`src/rtl/ep_out_pkg.sv`:
```
`timescale 1ns/1ps
package ep_out_pkg;
  typedef enum logic [1:0] {
    OCC_NONE = 2'b00,
    OCC_RSVD = 2'b01,
    OCC_HALF = 2'b10,
    OCC_FULL = 2'b11
  } occ_code_t;

  localparam int unsigned NUM_FLAGS = 3;
  localparam int unsigned FLG_OVR   = 0;
  localparam int unsigned FLG_STALL = 1;
  localparam int unsigned FLG_DERR  = 2;

  function automatic occ_code_t occ_encode(input logic dbl, input logic [1:0] n);
    occ_code_t c;
    case (n)
      2'd0:    c = OCC_NONE;
      2'd1:    c = dbl ? OCC_HALF : OCC_FULL;
      default: c = OCC_FULL;
    endcase
    return c;
  endfunction
endpackage

```
`src/rtl/ep_out_fill.sv`:
```
`timescale 1ns/1ps
module ep_out_fill #(
  parameter int unsigned SLOT_BYTES = 64,
  parameter int unsigned MPS        = 64,
  localparam int unsigned CNT_W     = $clog2(SLOT_BYTES + 1),
  localparam int unsigned IDX_W     = (SLOT_BYTES > 1) ? $clog2(SLOT_BYTES) : 1,
  localparam int unsigned PC_W      = $clog2(MPS + 1)
) (
  input  logic             clk,
  input  logic             rst_n,
  input  logic             cfg_double,
  input  logic             cfg_cont,
  input  logic             byte_vld,
  input  logic             pkt_end,
  input  logic             slot_free,
  output logic             mem_we,
  output logic             fill_slot,
  output logic [IDX_W-1:0] fill_idx,
  output logic             commit,
  output logic [CNT_W-1:0] commit_len,
  output logic             overrun_evt
);
  logic [CNT_W-1:0] fill_cnt_q, fill_cnt_d;
  logic [PC_W-1:0]  pkt_cnt_q,  pkt_cnt_d;
  logic             slot_q,     slot_d;
  logic             slot_full;

  assign slot_full  = (fill_cnt_q == CNT_W'(SLOT_BYTES));
  assign fill_slot  = slot_q;
  assign fill_idx   = fill_cnt_q[IDX_W-1:0];
  assign commit_len = fill_cnt_q;

  always_comb begin
    mem_we      = byte_vld && slot_free && !slot_full;
    fill_cnt_d  = fill_cnt_q;
    pkt_cnt_d   = pkt_cnt_q;
    slot_d      = slot_q;
    commit      = 1'b0;
    overrun_evt = 1'b0;
    if (mem_we) fill_cnt_d = fill_cnt_q + CNT_W'(1);
    if (byte_vld && (pkt_cnt_q != PC_W'(MPS))) pkt_cnt_d = pkt_cnt_q + PC_W'(1);
    if (pkt_end) begin
      pkt_cnt_d = '0;
      if (!slot_free) begin
        overrun_evt = 1'b1;
        fill_cnt_d  = '0;
      end else if (!cfg_cont || slot_full || (pkt_cnt_q < PC_W'(MPS))) begin
        commit     = 1'b1;
        fill_cnt_d = '0;
        slot_d     = cfg_double ? ~slot_q : 1'b0;
      end
    end
  end

  always_ff @(posedge clk or negedge rst_n) begin
    if (!rst_n) begin
      fill_cnt_q <= '0;
      pkt_cnt_q  <= '0;
      slot_q     <= 1'b0;
    end else begin
      fill_cnt_q <= fill_cnt_d;
      pkt_cnt_q  <= pkt_cnt_d;
      slot_q     <= slot_d;
    end
  end

  p_fill_bound_r10: assert property (@(posedge clk) disable iff (!rst_n)
    fill_cnt_q <= CNT_W'(SLOT_BYTES));
  p_end_no_byte_r10: assert property (@(posedge clk) disable iff (!rst_n)
    !(pkt_end && byte_vld));
  p_overrun_no_commit_r9: assert property (@(posedge clk) disable iff (!rst_n)
    overrun_evt |-> !commit);
endmodule

```
`src/rtl/ep_out_drain.sv`:
```
`timescale 1ns/1ps
module ep_out_drain #(
  parameter int unsigned SLOT_BYTES = 64,
  localparam int unsigned CNT_W     = $clog2(SLOT_BYTES + 1)
) (
  input  logic             clk,
  input  logic             rst_n,
  input  logic             cfg_double,
  input  logic             cfg_auto_rel,
  input  logic             rd_req,
  input  logic             clr_req,
  input  logic             have_pkt,
  input  logic [CNT_W-1:0] head_len,
  output logic             rd_slot,
  output logic [CNT_W-1:0] rd_ptr,
  output logic             byte_avail,
  output logic             release_evt
);
  logic [CNT_W-1:0] ptr_q, ptr_d;
  logic             slot_q, slot_d;
  logic             pop, last_pop;

  assign rd_slot    = slot_q;
  assign rd_ptr     = ptr_q;
  assign byte_avail = have_pkt && (ptr_q < head_len);

  always_comb begin
    pop         = rd_req && byte_avail;
    last_pop    = pop && ((ptr_q + CNT_W'(1)) == head_len);
    release_evt = have_pkt && (clr_req || (cfg_auto_rel && last_pop));
    ptr_d       = ptr_q;
    slot_d      = slot_q;
    if (release_evt) begin
      ptr_d  = '0;
      slot_d = cfg_double ? ~slot_q : 1'b0;
    end else if (pop) begin
      ptr_d = ptr_q + CNT_W'(1);
    end
  end

  always_ff @(posedge clk or negedge rst_n) begin
    if (!rst_n) begin
      ptr_q  <= '0;
      slot_q <= 1'b0;
    end else begin
      ptr_q  <= ptr_d;
      slot_q <= slot_d;
    end
  end

  p_ptr_bound_r7: assert property (@(posedge clk) disable iff (!rst_n)
    have_pkt |-> (ptr_q <= head_len));
  p_empty_ptr_r8: assert property (@(posedge clk) disable iff (!rst_n)
    !have_pkt |-> (ptr_q == '0));
endmodule

```
`src/rtl/ep_out_flags.sv`:
```
`timescale 1ns/1ps
module ep_out_flags #(
  parameter int unsigned NF = 3
) (
  input  logic          clk,
  input  logic          rst_n,
  input  logic [NF-1:0] set_i,
  input  logic [NF-1:0] clr_i,
  output logic [NF-1:0] flag_o
);
  genvar g;
  generate
    for (g = 0; g < NF; g++) begin : g_flag
      logic q, d;
      always_comb begin
        d = q;
        if (clr_i[g]) d = 1'b0;
        if (set_i[g]) d = 1'b1;
      end
      always_ff @(posedge clk or negedge rst_n) begin
        if (!rst_n) q <= 1'b0;
        else        q <= d;
      end
      assign flag_o[g] = q;

      p_sticky_r11: assert property (@(posedge clk) disable iff (!rst_n)
        (q && !clr_i[g]) |=> q);
      p_set_wins_r11: assert property (@(posedge clk) disable iff (!rst_n)
        set_i[g] |=> q);
    end
  endgenerate
endmodule

```
`src/rtl/ep_out_rxbuf.sv`:
```
`timescale 1ns/1ps
module ep_out_rxbuf
  import ep_out_pkg::*;
#(
  parameter int unsigned DATA_W     = 8,
  parameter int unsigned SLOT_BYTES = 64,
  parameter int unsigned MPS        = 64,
  localparam int unsigned CNT_W     = $clog2(SLOT_BYTES + 1),
  localparam int unsigned IDX_W     = (SLOT_BYTES > 1) ? $clog2(SLOT_BYTES) : 1,
  localparam int unsigned NSLOT     = 2
) (
  input  logic              clk,
  input  logic              rst_n,
  input  logic              cfg_double,
  input  logic              cfg_auto_rel,
  input  logic              cfg_cont,
  input  logic              usb_byte_vld,
  input  logic [DATA_W-1:0] usb_byte,
  input  logic              usb_pkt_end,
  input  logic              usb_stall_set,
  input  logic              usb_derr_set,
  input  logic              cpu_rd,
  output logic [DATA_W-1:0] cpu_rd_data,
  output logic [CNT_W-1:0]  cpu_cnt,
  input  logic              cpu_clr_rdy,
  input  logic              cpu_clr_ovr,
  input  logic              cpu_clr_stall,
  input  logic              cpu_clr_derr,
  output logic [1:0]        occ_status,
  output logic              ovr_flag,
  output logic              stall_flag,
  output logic              derr_flag
);
  logic [DATA_W-1:0] mem [NSLOT][SLOT_BYTES];
  logic [CNT_W-1:0]  len_q [NSLOT];
  logic [1:0]        occ_q, occ_d, cap;
  logic              slot_free, have_pkt;
  logic              mem_we, fill_slot, commit, overrun_evt;
  logic [IDX_W-1:0]  fill_idx;
  logic [CNT_W-1:0]  commit_len, head_len, rd_ptr;
  logic              rd_slot, byte_avail, release_evt;
  logic [NUM_FLAGS-1:0] fset, fclr, fq;

  assign cap       = cfg_double ? 2'd2 : 2'd1;
  assign slot_free = (occ_q < cap);
  assign have_pkt  = (occ_q != 2'd0);
  assign head_len  = len_q[rd_slot];

  ep_out_fill #(.SLOT_BYTES(SLOT_BYTES), .MPS(MPS)) u_fill (
    .clk(clk), .rst_n(rst_n), .cfg_double(cfg_double), .cfg_cont(cfg_cont),
    .byte_vld(usb_byte_vld), .pkt_end(usb_pkt_end), .slot_free(slot_free),
    .mem_we(mem_we), .fill_slot(fill_slot), .fill_idx(fill_idx),
    .commit(commit), .commit_len(commit_len), .overrun_evt(overrun_evt)
  );

  ep_out_drain #(.SLOT_BYTES(SLOT_BYTES)) u_drain (
    .clk(clk), .rst_n(rst_n), .cfg_double(cfg_double), .cfg_auto_rel(cfg_auto_rel),
    .rd_req(cpu_rd), .clr_req(cpu_clr_rdy), .have_pkt(have_pkt), .head_len(head_len),
    .rd_slot(rd_slot), .rd_ptr(rd_ptr), .byte_avail(byte_avail),
    .release_evt(release_evt)
  );

  assign fset[FLG_OVR]   = overrun_evt;
  assign fset[FLG_STALL] = usb_stall_set;
  assign fset[FLG_DERR]  = usb_derr_set;
  assign fclr[FLG_OVR]   = cpu_clr_ovr;
  assign fclr[FLG_STALL] = cpu_clr_stall;
  assign fclr[FLG_DERR]  = cpu_clr_derr;

  ep_out_flags #(.NF(NUM_FLAGS)) u_flags (
    .clk(clk), .rst_n(rst_n), .set_i(fset), .clr_i(fclr), .flag_o(fq)
  );

  assign ovr_flag   = fq[FLG_OVR];
  assign stall_flag = fq[FLG_STALL];
  assign derr_flag  = fq[FLG_DERR];

  always_ff @(posedge clk) begin
    if (mem_we) mem[fill_slot][fill_idx] <= usb_byte;
  end

  always_comb begin
    occ_d = occ_q;
    if (commit && !release_evt)      occ_d = occ_q + 2'd1;
    else if (release_evt && !commit) occ_d = occ_q - 2'd1;
  end

  always_ff @(posedge clk or negedge rst_n) begin
    if (!rst_n) begin
      occ_q <= 2'd0;
      for (int i = 0; i < NSLOT; i++) len_q[i] <= '0;
    end else begin
      occ_q <= occ_d;
      if (commit) len_q[fill_slot] <= commit_len;
    end
  end

  assign cpu_rd_data = byte_avail ? mem[rd_slot][rd_ptr[IDX_W-1:0]] : '0;
  assign cpu_cnt     = have_pkt ? head_len : '0;
  assign occ_status  = occ_encode(cfg_double, occ_q);

  p_code_legal_r2: assert property (@(posedge clk) disable iff (!rst_n)
    occ_status != 2'b01);
  p_single_no_half_r2: assert property (@(posedge clk) disable iff (!rst_n)
    !cfg_double |-> (occ_status != 2'b10));
  p_capacity_r9: assert property (@(posedge clk) disable iff (!rst_n)
    occ_q <= cap);
  p_empty_cnt_r3: assert property (@(posedge clk) disable iff (!rst_n)
    (occ_status == 2'b00) |-> (cpu_cnt == '0 && cpu_rd_data == '0));
  p_release_drop_r5: assert property (@(posedge clk) disable iff (!rst_n)
    (release_evt && !commit) |=> (occ_q == $past(occ_q) - 2'd1));
  p_overrun_keeps_r9: assert property (@(posedge clk) disable iff (!rst_n)
    (overrun_evt && !release_evt) |=> $stable(occ_q));
endmodule

```
`config.mk`:
```
export PLATFORM = sky130hd
export DESIGN_NAME = ep_out_rxbuf
export DESIGN_NICKNAME = d
export VERILOG_FILES = /design/src/rtl/ep_out_pkg.sv /design/src/rtl/ep_out_fill.sv /design/src/rtl/ep_out_drain.sv /design/src/rtl/ep_out_flags.sv /design/src/rtl/ep_out_rxbuf.sv
export SDC_FILE = /design/constraint.sdc
export NUM_CORES = 1
export LEC_CHECK = 0
export BUFFER_PORTS_ARGS = -buffer_cell sky130_fd_sc_hd__buf_2
export CAP_MARGIN = 20
export CORE_ASPECT_RATIO = 1.75
export CORE_UTILIZATION = 45
export DETAILED_ROUTE_END_ITERATION = 12
export GPL_ROUTABILITY_DRIVEN = 1
export PLACE_DENSITY = 0.68
export SLEW_MARGIN = 5
export SYNTH_ARGS = -nofsm -noshare
export SYNTH_HDL_FRONTEND = slang
export SYNTH_SLANG_ARGS = --single-unit
```
`constraint.sdc`:
```
create_clock -name clk -period 3.9 [get_ports clk]
set_input_delay 0.39 -clock clk [delete_from_list [all_inputs] [get_ports clk]]
set_output_delay 0.39 -clock clk [all_outputs]
set_load 0.05 [all_outputs]
```
==> metrics.md <==
| Metric | Value |
|---|---|
| Worst vdd ir | `roughly 0.35 mV` |
| Max clock buf depth | `3` |
| Post-synth EDFFs | `a little over 1,000` |
| Clock power frac | `0.315` |
| Worst setup margin | `about 8.4 ps` |
| Worst slew pin tran | `1160 ps` |
| WL/cell | `29.6 µm` |
| Vias in the first global route | `~24,000` |
| Relative slew slack | `0.225` |
| Clock slew at reported path FFs | `approximately 60 ps` |
| Synth Area in XOR/XNOR | `0.00514` |
| Total wire length | `about 110 mm` |
| GP Congestion | `0.886` |
| Worst Setup EP | `cpu_rd_data[1]` |
| Initial antenna violation count | `2` |
| Distinct cells, synth | `slightly below 70` |
| DP Area | `0.0455 mm²` |
| RSZ-0062 raised after global routing | `true` |
| Leakage Power | `16.0 nW` |
| Sequential-to-total area share from yosys stat | `0.747` |
| Slew Viols, Final | `0` |
| Worst-Skew Late Latency | `~700 ps` |
| Num ports | `42` |
| Min Tclk post-route | `just under 4000 ps` |
| Main synth FF type | `edfxtp_1` |
| HPWL after DPL | `71.0 mm` |
| Crit-path cells | `buf_12 -> buf_12 -> buf_16 -> buf_12 -> mux4_2 -> o22ai_1 -> nor2_1 -> nor3_2 -> o32ai_4 -> buf_6` |
| Power Total | `around 28 mW` |
| Worst setup SP type | `flip-flop` |
| CTS Sinks | `1,066` |
| Setup TNS | `0 ps` |
| Hold Crit Class | `input pin to flip-flop` |
| Sw frac | `0.269` |
| Die Y-Extent | `409 µm` |
| Max incr delay on CP | `between 500 and 600 ps` |
| Core Area | `0.0933 mm²` |
| Fin nets | `2,538` |
| Worst path arrival time | `between 3000 and 4000 ps` |
| Initial Utilization | `0.456` |
| Reg2Reg Depth | `13` |
| Port Buf Inserts | `just over 40` |
| Ys async rst share | `0.0394` |
| GRT Overall Usage | `0.236` |
| H-Tree Depth | `3` |
| Diode count | `0` |
| DR iter-0 viols | `2,139` |
| Final hold violations | `0` |
| GRT overflow | `0` |
| Period utilisation layout | `0.998` |
| Post-synthesis mux area share | `0.147` |
| Utilization after layout | `0.533` |
| Adder-cell area share of the yosys netlist | `0.00500` |
| Final setup vio count | `0` |
| Vias | `between 20,000 and 25,000` |
| Total Die Area | `~0.096 mm²` |
| DIE WIDTH | `~230 µm` |
| Pre-CTS setup slack | `slightly below 90 ps` |
| Row Count | `approximately 150` |
| Sw power | `7.55 mW` |
| Fmax achieved | `approximately 0.26 GHz` |
| R2R Path Start | `u_drain.rd_slot` |
| Total internal power | `about 20 mW` |
| CTS tree | `yes` |
| Synth Area in Compound Gates | `0.0326` |
| DRC | `0` |
| FF+latch count, synth | `1,066` |
| Synthesized Nets | `2,251` |
| Drt first pass iters | `5` |
| Largest family of logic cells by synthesized area | `multiplexers` |
| Largest net degree at the start of global routing | `106` |
| CP Data Required Time | `3510 ps` |
| Clk_skew | `35.6 ps` |
| Number of max-cap violations | `0` |
| Cell Area, Synth | `about 0.043 mm²` |
| CP Class | `flip-flop to output port` |
| Final instance area | `between 0.04 and 0.05 mm²` |
| Most frequent CP cell | `buf_12` |
| Combinational share of power | `0.231` |
| Vias per cell | `roughly 6.0` |
| Critical Path Sink Type | `output port` |
| Worst Setup SP | `u_drain.rd_slot` |
| RR Endpoint | `occ_q[1]` |
| Syn_area_per_cell | `a little under 20 µm²` |
| Antenna Violating Nets Remaining | `0` |
| Cells after Synth | `about 2,200` |
| Total CTS buffers | `87` |
| Cell area power density | `565 mW/mm²` |
| Post-Synth Simple-Gate Area | `0.0418` |
| Crit-path max FO | `9` |
| Share of layout cells above drive strength 1 | `0.297` |
| CP max stage cell | `dfrtp_4` |
| Seq pwr share | `0.454` |
| Status | `complete, no violations` |
| YS warnings | `0` |
| R2R setup slack | `around 320 ps` |
| Root Buffer | `clkbuf_16` |
| Area grow syn2layout | `16.8%` |
| Global-route wire length before repair | `161 mm` |
==> worst min-delay path by stage <==
stage	from	endpoint	slack (ps)	depth (start not counted)
global placement	u_flags.g_flag[1].q	u_flags.g_flag[1].q	460	1
floorplan	rst_n	len_q[0]	90	0
global route	usb_byte[1]	mem[1][249]	150	1
detailed placement	u_flags.g_flag[1].q	u_flags.g_flag[1].q	480	1
finish	usb_byte_vld	u_fill.pkt_cnt_q[3]	150	4
CTS	usb_byte_vld	u_fill.pkt_cnt_q[3]	130	4
==> final cells by class <==
| cell class | count | area (µm²) |
|---|---|---|
| clock inverter | 49 | 479 |
| inverter | 21 | 81.3 |
| sequential | 1066 | 31800 |
| timing repair buffer | 326 | 3100 |
| tap | 1200 | 1500 |
| fill | 7172 | 43600 |
| multi-input combinational | 997 | 10400 |
| clock buffer | 107 | 2340 |
==> metrics by stage <==
step                std cells  hold slack [ps]
floorplan                2212             94.4
global placement         3556              456
detailed placement       3557              480
CTS                      3741              126
global route             3766              150
finish                   3766              155
==> worst max-delay path, delay by kind of cell (launching register included) <==
kind | cells | cell delay, ps
buf+inv | 5 | 840
flops | 1 | 510
mux | 1 | 490
simple gates | 2 | 410
compound gates | 2 | 540
==> layout by cell type, fill, tap and decap left out, types with 11 or more instances in the layout <==
master / Yosys / final
and3_1: 20 / 16
clkbuf_1: 57 / 16
a22oi_1: 16 / 16
inv_1: 19 / 18
buf_2: 27 / 25
o22ai_1: 20 / 15
mux2i_1: 129 / 121
edfxtp_1: 1024 / 1024
clkinv_2: 0 / 13
buf_4: 17 / 245
nor2_1: 208 / 203
o211ai_1: 15 / 15
nand3_1: 25 / 24
o21ai_0: 19 / 15
a221oi_1: 23 / 22
nand2_1: 81 / 81
mux2_2: 29 / 28
ha_1: 17 / 15
a21oi_1: 15 / 12
mux4_2: 204 / 204
o221ai_1: 15 / 11
dfrtp_1: 42 / 38
xnor2_1: 16 / 16
clkbuf_16: 0 / 93
buf_12: 10 / 16
clkinv_1: 2 / 17
nor3_1: 17 / 14
==> cell usage after synthesis, types with 23 or more instances <==
cell type,number,area (µm²)
edfxtp_1,1024,30700
nor2_1,208,781
mux4_2,204,4590
mux2i_1,129,1290
nand2_1,81,304
clkbuf_1,57,214
dfrtp_1,42,1050
mux2_2,29,327
buf_2,27,135
nand3_1,25,125
a221oi_1,23,201
==> power groups by stage <==
| stage | clock, mW | combinational [mW] | sequential, mW |
|---|---|---|---|
| after floorplan | 0 | 3.72 | 13.0 |
| after global placement | 0 | 5.22 | 13.0 |
| after detailed placement | 0 | 5.29 | 13.0 |
| after CTS | 8.93 | 6.13 | 12.7 |
| after global routing | 9.33 | 6.72 | 12.8 |
| final | 8.84 | 6.49 | 12.7 |
==> state kept, by name, indices dropped and copies added (netlist names) <==
name               cells
mem                 1024
u_flags.g_flag.q       3
u_drain.rd_ptr         7
len_q                 14
u_fill.commit_len      7
u_fill.fill_slot       1
u_drain.rd_slot        1
occ_q                  2
u_fill.pkt_cnt_q       7
==> timing repair <==
| item | CTS | global route |
|---|---|---|
| endpoints found under the hold margin | 53 | 0 |
| pin swaps | 11 | 23 |
| endpoints found under the setup margin | 8 | 8 |
| cloned | 10 | 2 |
| resized for setup | 97 | 46 |
| setup buffers | 10 | 23 |
| hold buffers | 8 | 0 |
==> kinds of logic after synthesis <==
group                    after synthesis
flip-flops                          1066
AND/OR/NAND/NOR                      402
multiplexers                         365
AO/OA/AOI/OAI                        188
buffers and inverters                149
XOR/XNOR                              25
adder cells (fa/ha/maj)               17
==> metal layers <==
metal,track usage,vias up,wire [µm]
met4,0.135,4,6530
met3,0.0362,285,7220
met5,0,-,32
li1,-,9523,-
met1,0.264,11951,37000
met2,0.422,998,60900
No activity file was read; power rests on OpenSTA's default activity.
